File: src/rtl/slc_pkg.sv
package slc_pkg;
  localparam int DATA_W      = 16;
  localparam int ERR_W       = 8;
  localparam int LIM_KEEP_LO = 8;
  localparam int RED_MARGIN  = 32;
  localparam logic [DATA_W-1:0] LIMIT_FLOOR = 16'o000400;
  localparam logic [DATA_W-1:0] FORCED_SP   = 16'o000004;
  localparam int ERR_RED_BIT = 2;
  localparam int ERR_YEL_BIT = 3;
  localparam logic [ERR_W-1:0] ERR_KEEP = 8'o374;
endpackage

File: src/rtl/slc_limit_reg.sv
module slc_limit_reg
  import slc_pkg::*;
(
  input  logic              clk,
  input  logic              rst_n,
  input  logic              wr_en,
  input  logic [DATA_W-1:0] wdata,
  output logic [DATA_W-1:0] lim_q,
  output logic [DATA_W-1:0] eff_lim,
  output logic              chk_pend
);
  localparam int HI_W = DATA_W - LIM_KEEP_LO;

  logic [HI_W-1:0] hi_q;

  always_ff @(posedge clk) begin
    if (!rst_n) begin
      hi_q     <= '0;
      chk_pend <= 1'b0;
    end else begin
      chk_pend <= wr_en;
      if (wr_en) hi_q <= wdata[DATA_W-1:LIM_KEEP_LO];
    end
  end

  assign lim_q   = {hi_q, {LIM_KEEP_LO{1'b0}}};
  assign eff_lim = (hi_q == '0) ? LIMIT_FLOOR : lim_q;
endmodule

File: config.mk
export PLATFORM = sky130hd
export DESIGN_NAME = slc_limit_reg
export DESIGN_NICKNAME = d
export VERILOG_FILES = /design/src/rtl/slc_pkg.sv /design/src/rtl/slc_limit_reg.sv
export SDC_FILE = /design/constraint.sdc
export NUM_CORES = 1
export LEC_CHECK = 0
export BUFFER_PORTS_ARGS = -buffer_cell sky130_fd_sc_hd__buf_2
export CAP_MARGIN = 20
export CORE_AREA = 2 2 48 50
export CTS_BUF_LIST = sky130_fd_sc_hd__clkbuf_16
export DETAILED_ROUTE_END_ITERATION = 16
export DIE_AREA = 0 0 50 52
export PLACE_DENSITY_LB_ADDON = 0.15
export SLEW_MARGIN = 20
export SYNTH_ARGS = -nofsm -noshare
export SYNTH_HDL_FRONTEND = slang
export SYNTH_SLANG_ARGS = --single-unit
File: constraint.sdc
create_clock -name clk -period 0.9 [get_ports clk]
set_input_delay 0.045 -clock clk [delete_from_list [all_inputs] [get_ports clk]]
set_output_delay 0.045 -clock clk [all_outputs]
set_load 0.01 [all_outputs]
==> flow_metrics.py <==
metrics = {
    "global_route": {
        "global_route.usage.total_pct": 8.420,
        "grt_pass1_wl_mm": 1.552,
        "number_of_global_route_vias_before_repair": 335,
        "grt_antenna_before_repair": 0,
        "grt_overflow": 0,
        "grt_start_max_net_pins": 10,
    },
    "detailed_routing": {
        "ant_nets": 0,
        "avgRoutedWirePerCell_microns": 9.084,
        "drcViolationCount": 0,
        "avgViaCountPerCell": 3.551,
        "vias": 380,
        "postRouteWirelength_microns": 972,
        "drt_first_iter_violations": 0,
        "firstDrtPassIters": 1,
    },
    "floorplanning": {
        "initial_utilization_pct": 23.59,
        "fp-row-count": 17,
        "design.die.area_sq_um": 2600,
        "die-width_microns": 50,
        "floorplan.core_area_sq_um": 2106,
        "floorplan.io_pins": 52,
        "die_height_microns": 52,
    },
    "cts": {
        "num_cts_buffers": 3,
        "cts.clk_slew.worst_paths_ns": 0.04,
        "buffers_inserted_by_post_cts_timing_repair": 0,
        "h_tree_lvl_count": 1,
        "ctsLongestPathBuffers": 2,
        "numClockSinks": 9,
        "cts_tree": "built",
        "clkLatencyLatePin_ns": 0.23,
        "hold_buffers": 0,
        "cts.root.buffer_cell": "sky130_fd_sc_hd__clkbuf_16",
    },
    "worst_setup_path": {
        "critical_path.endpoint_type": "output pin",
        "path_delay_family": "flip-flops",
        "crit_path_max_fanout": 2,
        "critical-path-max-stage-delay_ns": 0.32,
        "critical_path.cell_chain": "nor4_2 -> a21o_1 -> buf_2",
        "critical_path_buf_inv_count": 1,
        "crit_type": "flip-flop to output pin",
        "cp_data_required_time_ns": 0.85,
        "cp-start-kind": "flip-flop",
        "worstPathArrival_ns": 1.08,
        "cpMaxStageDelayCell": "sky130_fd_sc_hd__dfxtp_2",
    },
    "outcome": {
        "violations": "negative setup slack",
        "run_status": "complete, but fails checks",
    },
    "synth": {
        "synth_most_common_cell": "sky130_fd_sc_hd__buf_4",
        "postSynthRegisterBits": 9,
        "synth_common_cells": "16 x sky130_fd_sc_hd__buf_4, 9 x sky130_fd_sc_hd__dfxtp_1, 8 x sky130_fd_sc_hd__mux2i_1, 8 x sky130_fd_sc_hd__nor2b_1, 7 x sky130_fd_sc_hd__clkbuf_1",
        "synthDistinctLibCells": 11,
        "yosysTopAreaCellShare_pct": 36.27,
        "number_of_instances_in_the_synthesized_netlist": 54,
        "syn_area_sq_um": 496.7,
        "synth_edf_count": 0,
        "async_reset_ff_share_pct": 0,
        "yosysSeqAreaShare_pct": 36.27,
        "synth-main-ff-cell": "sky130_fd_sc_hd__dfxtp_1",
        "synth.yosys.warnings": 0,
        "synth.top_cells.by_area": "sky130_fd_sc_hd__dfxtp_1 36%, sky130_fd_sc_hd__buf_4 24%, sky130_fd_sc_hd__mux2i_1 16%",
        "synth_area_leader_cell": "sky130_fd_sc_hd__dfxtp_1",
        "avgSynthCellArea_sq_um": 9.199,
    },
    "timing": {
        "unrepaired_setup_endpoints_after_global_routing": "true",
        "final_hold_viol_count": 0,
        "timing.final.crit_period_ns": 1.120,
        "final.period_utilization_pct": 124.5,
        "clock_skew_ns": 0,
        "setup_viol_count_final": 1,
        "max_freq_mhz": 892.6,
        "finalWorstSetupSlack_ns": -0.2204,
        "max_slew_violations": 0,
    },
    "placement": {
        "gpl.final_weighted_congestion": 0.5855,
        "dpl.hpwl_microns": 714.1,
        "port-buffer-count": 27,
        "pre_cts_slack_ns": -0.006669,
        "placedCellCount": 103,
    },
    "finish": {
        "fillers": 226,
        "fin_cells": 107,
        "layout_cells_sized_above_1_pct": 45.57,
        "antennaDiodeCount": 0,
        "flow.area_growth_from_synthesis_pct": 36.78,
        "final_nets": 99,
    },
    "job": {
        "maximum_capacitance_violations": 0,
    },
    "power_and_ir_drop": {
        "static_leakage_nw": 0.3855,
        "ir_worst_vdd_v": 0.001150,
        "p_per_area_nw_per_um2": 2082,
        "finalPower_mw": 1.414,
    },
    "hold_path": {
        "hold_path.class": "input pin to flip-flop",
    },
}
metrics by stage:
step | TNS [ns] | instance area, sq um | util [%] | hold WS, ns
after floorplan | 0 | 553.0 | - | 0.1723
after global placement | -0.02227 | 588.1 | 27.93 | 0.2996
after detailed placement | -0.006669 | 588.1 | 27.93 | 0.3124
after CTS | -0.2374 | 674.4 | 32.03 | 0.07248
after global routing | -0.2696 | 679.4 | 32.26 | 0.09932
final | -0.2204 | 679.4 | 32.26 | 0.07426
routing by layer:
metal / global-route usage [%] / vias up / share of wire, %
li1: - / 185 / -
met1: 8.839 / 166 / 39
met2: 14.04 / 29 / 48
met4: 2.778 / 0 / 0
met3: 4.885 / 0 / 13
met5: 0 / - / 0
timing repair:
item | CTS | global route
cloned | 0 | 0
setup endpoints to repair | 1 | 1
gates resized for setup | 2 | 1
pin swaps | 0 | 0
hold endpoints to repair | 0 | 0
cell usage in the layout (no fill, tap or decap):
master,count
sky130_fd_sc_hd__a21o_1,1
sky130_fd_sc_hd__clkbuf_16,3
sky130_fd_sc_hd__dfxtp_2,1
sky130_fd_sc_hd__nor4_2,1
sky130_fd_sc_hd__and2_1,1
sky130_fd_sc_hd__inv_1,1
sky130_fd_sc_hd__dfxtp_1,8
sky130_fd_sc_hd__buf_4,3
sky130_fd_sc_hd__nor3_2,1
sky130_fd_sc_hd__buf_2,27
sky130_fd_sc_hd__nor2b_1,8
sky130_fd_sc_hd__conb_1,16
sky130_fd_sc_hd__mux2i_1,8
kinds of logic after synthesis:
kind of cell	count (synthesis)	share of synthesized area (%)
buffers and inverters	24	31.74
AND/OR/NAND/NOR	11	13.60
flip-flops	9	36.27
multiplexers	8	16.12
AO/OA/AOI/OAI	1	1.512
other	1	0.7549
state kept, by name, indices dropped and copies added, names as in the netlist:
name	flops
chk_pend	1
hi_q	8
cell type report:
class | count | area, sq um | area share (%)
Multi-Input combinational cell | 36 | 226.5 | 33.33
Sequential cell | 9 | 181.4 | 26.70
Timing Repair Buffer | 30 | 157.7 | 23.20
Clock buffer | 3 | 75.07 | 11.05
Tap cell | 28 | 35.03 | 5.157
Clock inverter | 1 | 3.754 | 0.5525
final timing paths:
kind | cells past startpoint | slack (ns) | to | from
min reg2reg | 2 | 0.54 | hi_q[0] | hi_q[0]
min | 3 | 0.07 | hi_q[0] | wdata[8]
max | 3 | -0.22 | eff_lim[8] | hi_q[1]
max reg2reg | 3 | 0.16 | hi_q[1] | hi_q[1]
tightest hold or removal path, cell delays in order:
cell                      delay, ns
sky130_fd_sc_hd__buf_2         0.08
sky130_fd_sc_hd__mux2i_1       0.05
sky130_fd_sc_hd__nor2b_1       0.09
power breakdown:
part	internal (mW)	switching, mW
Combinational	0.0939	0.110
Clock	0.580	0.185
Sequential	0.425	0.0200
Total	1.10	0.316
(Power assumes the default switching activity.)
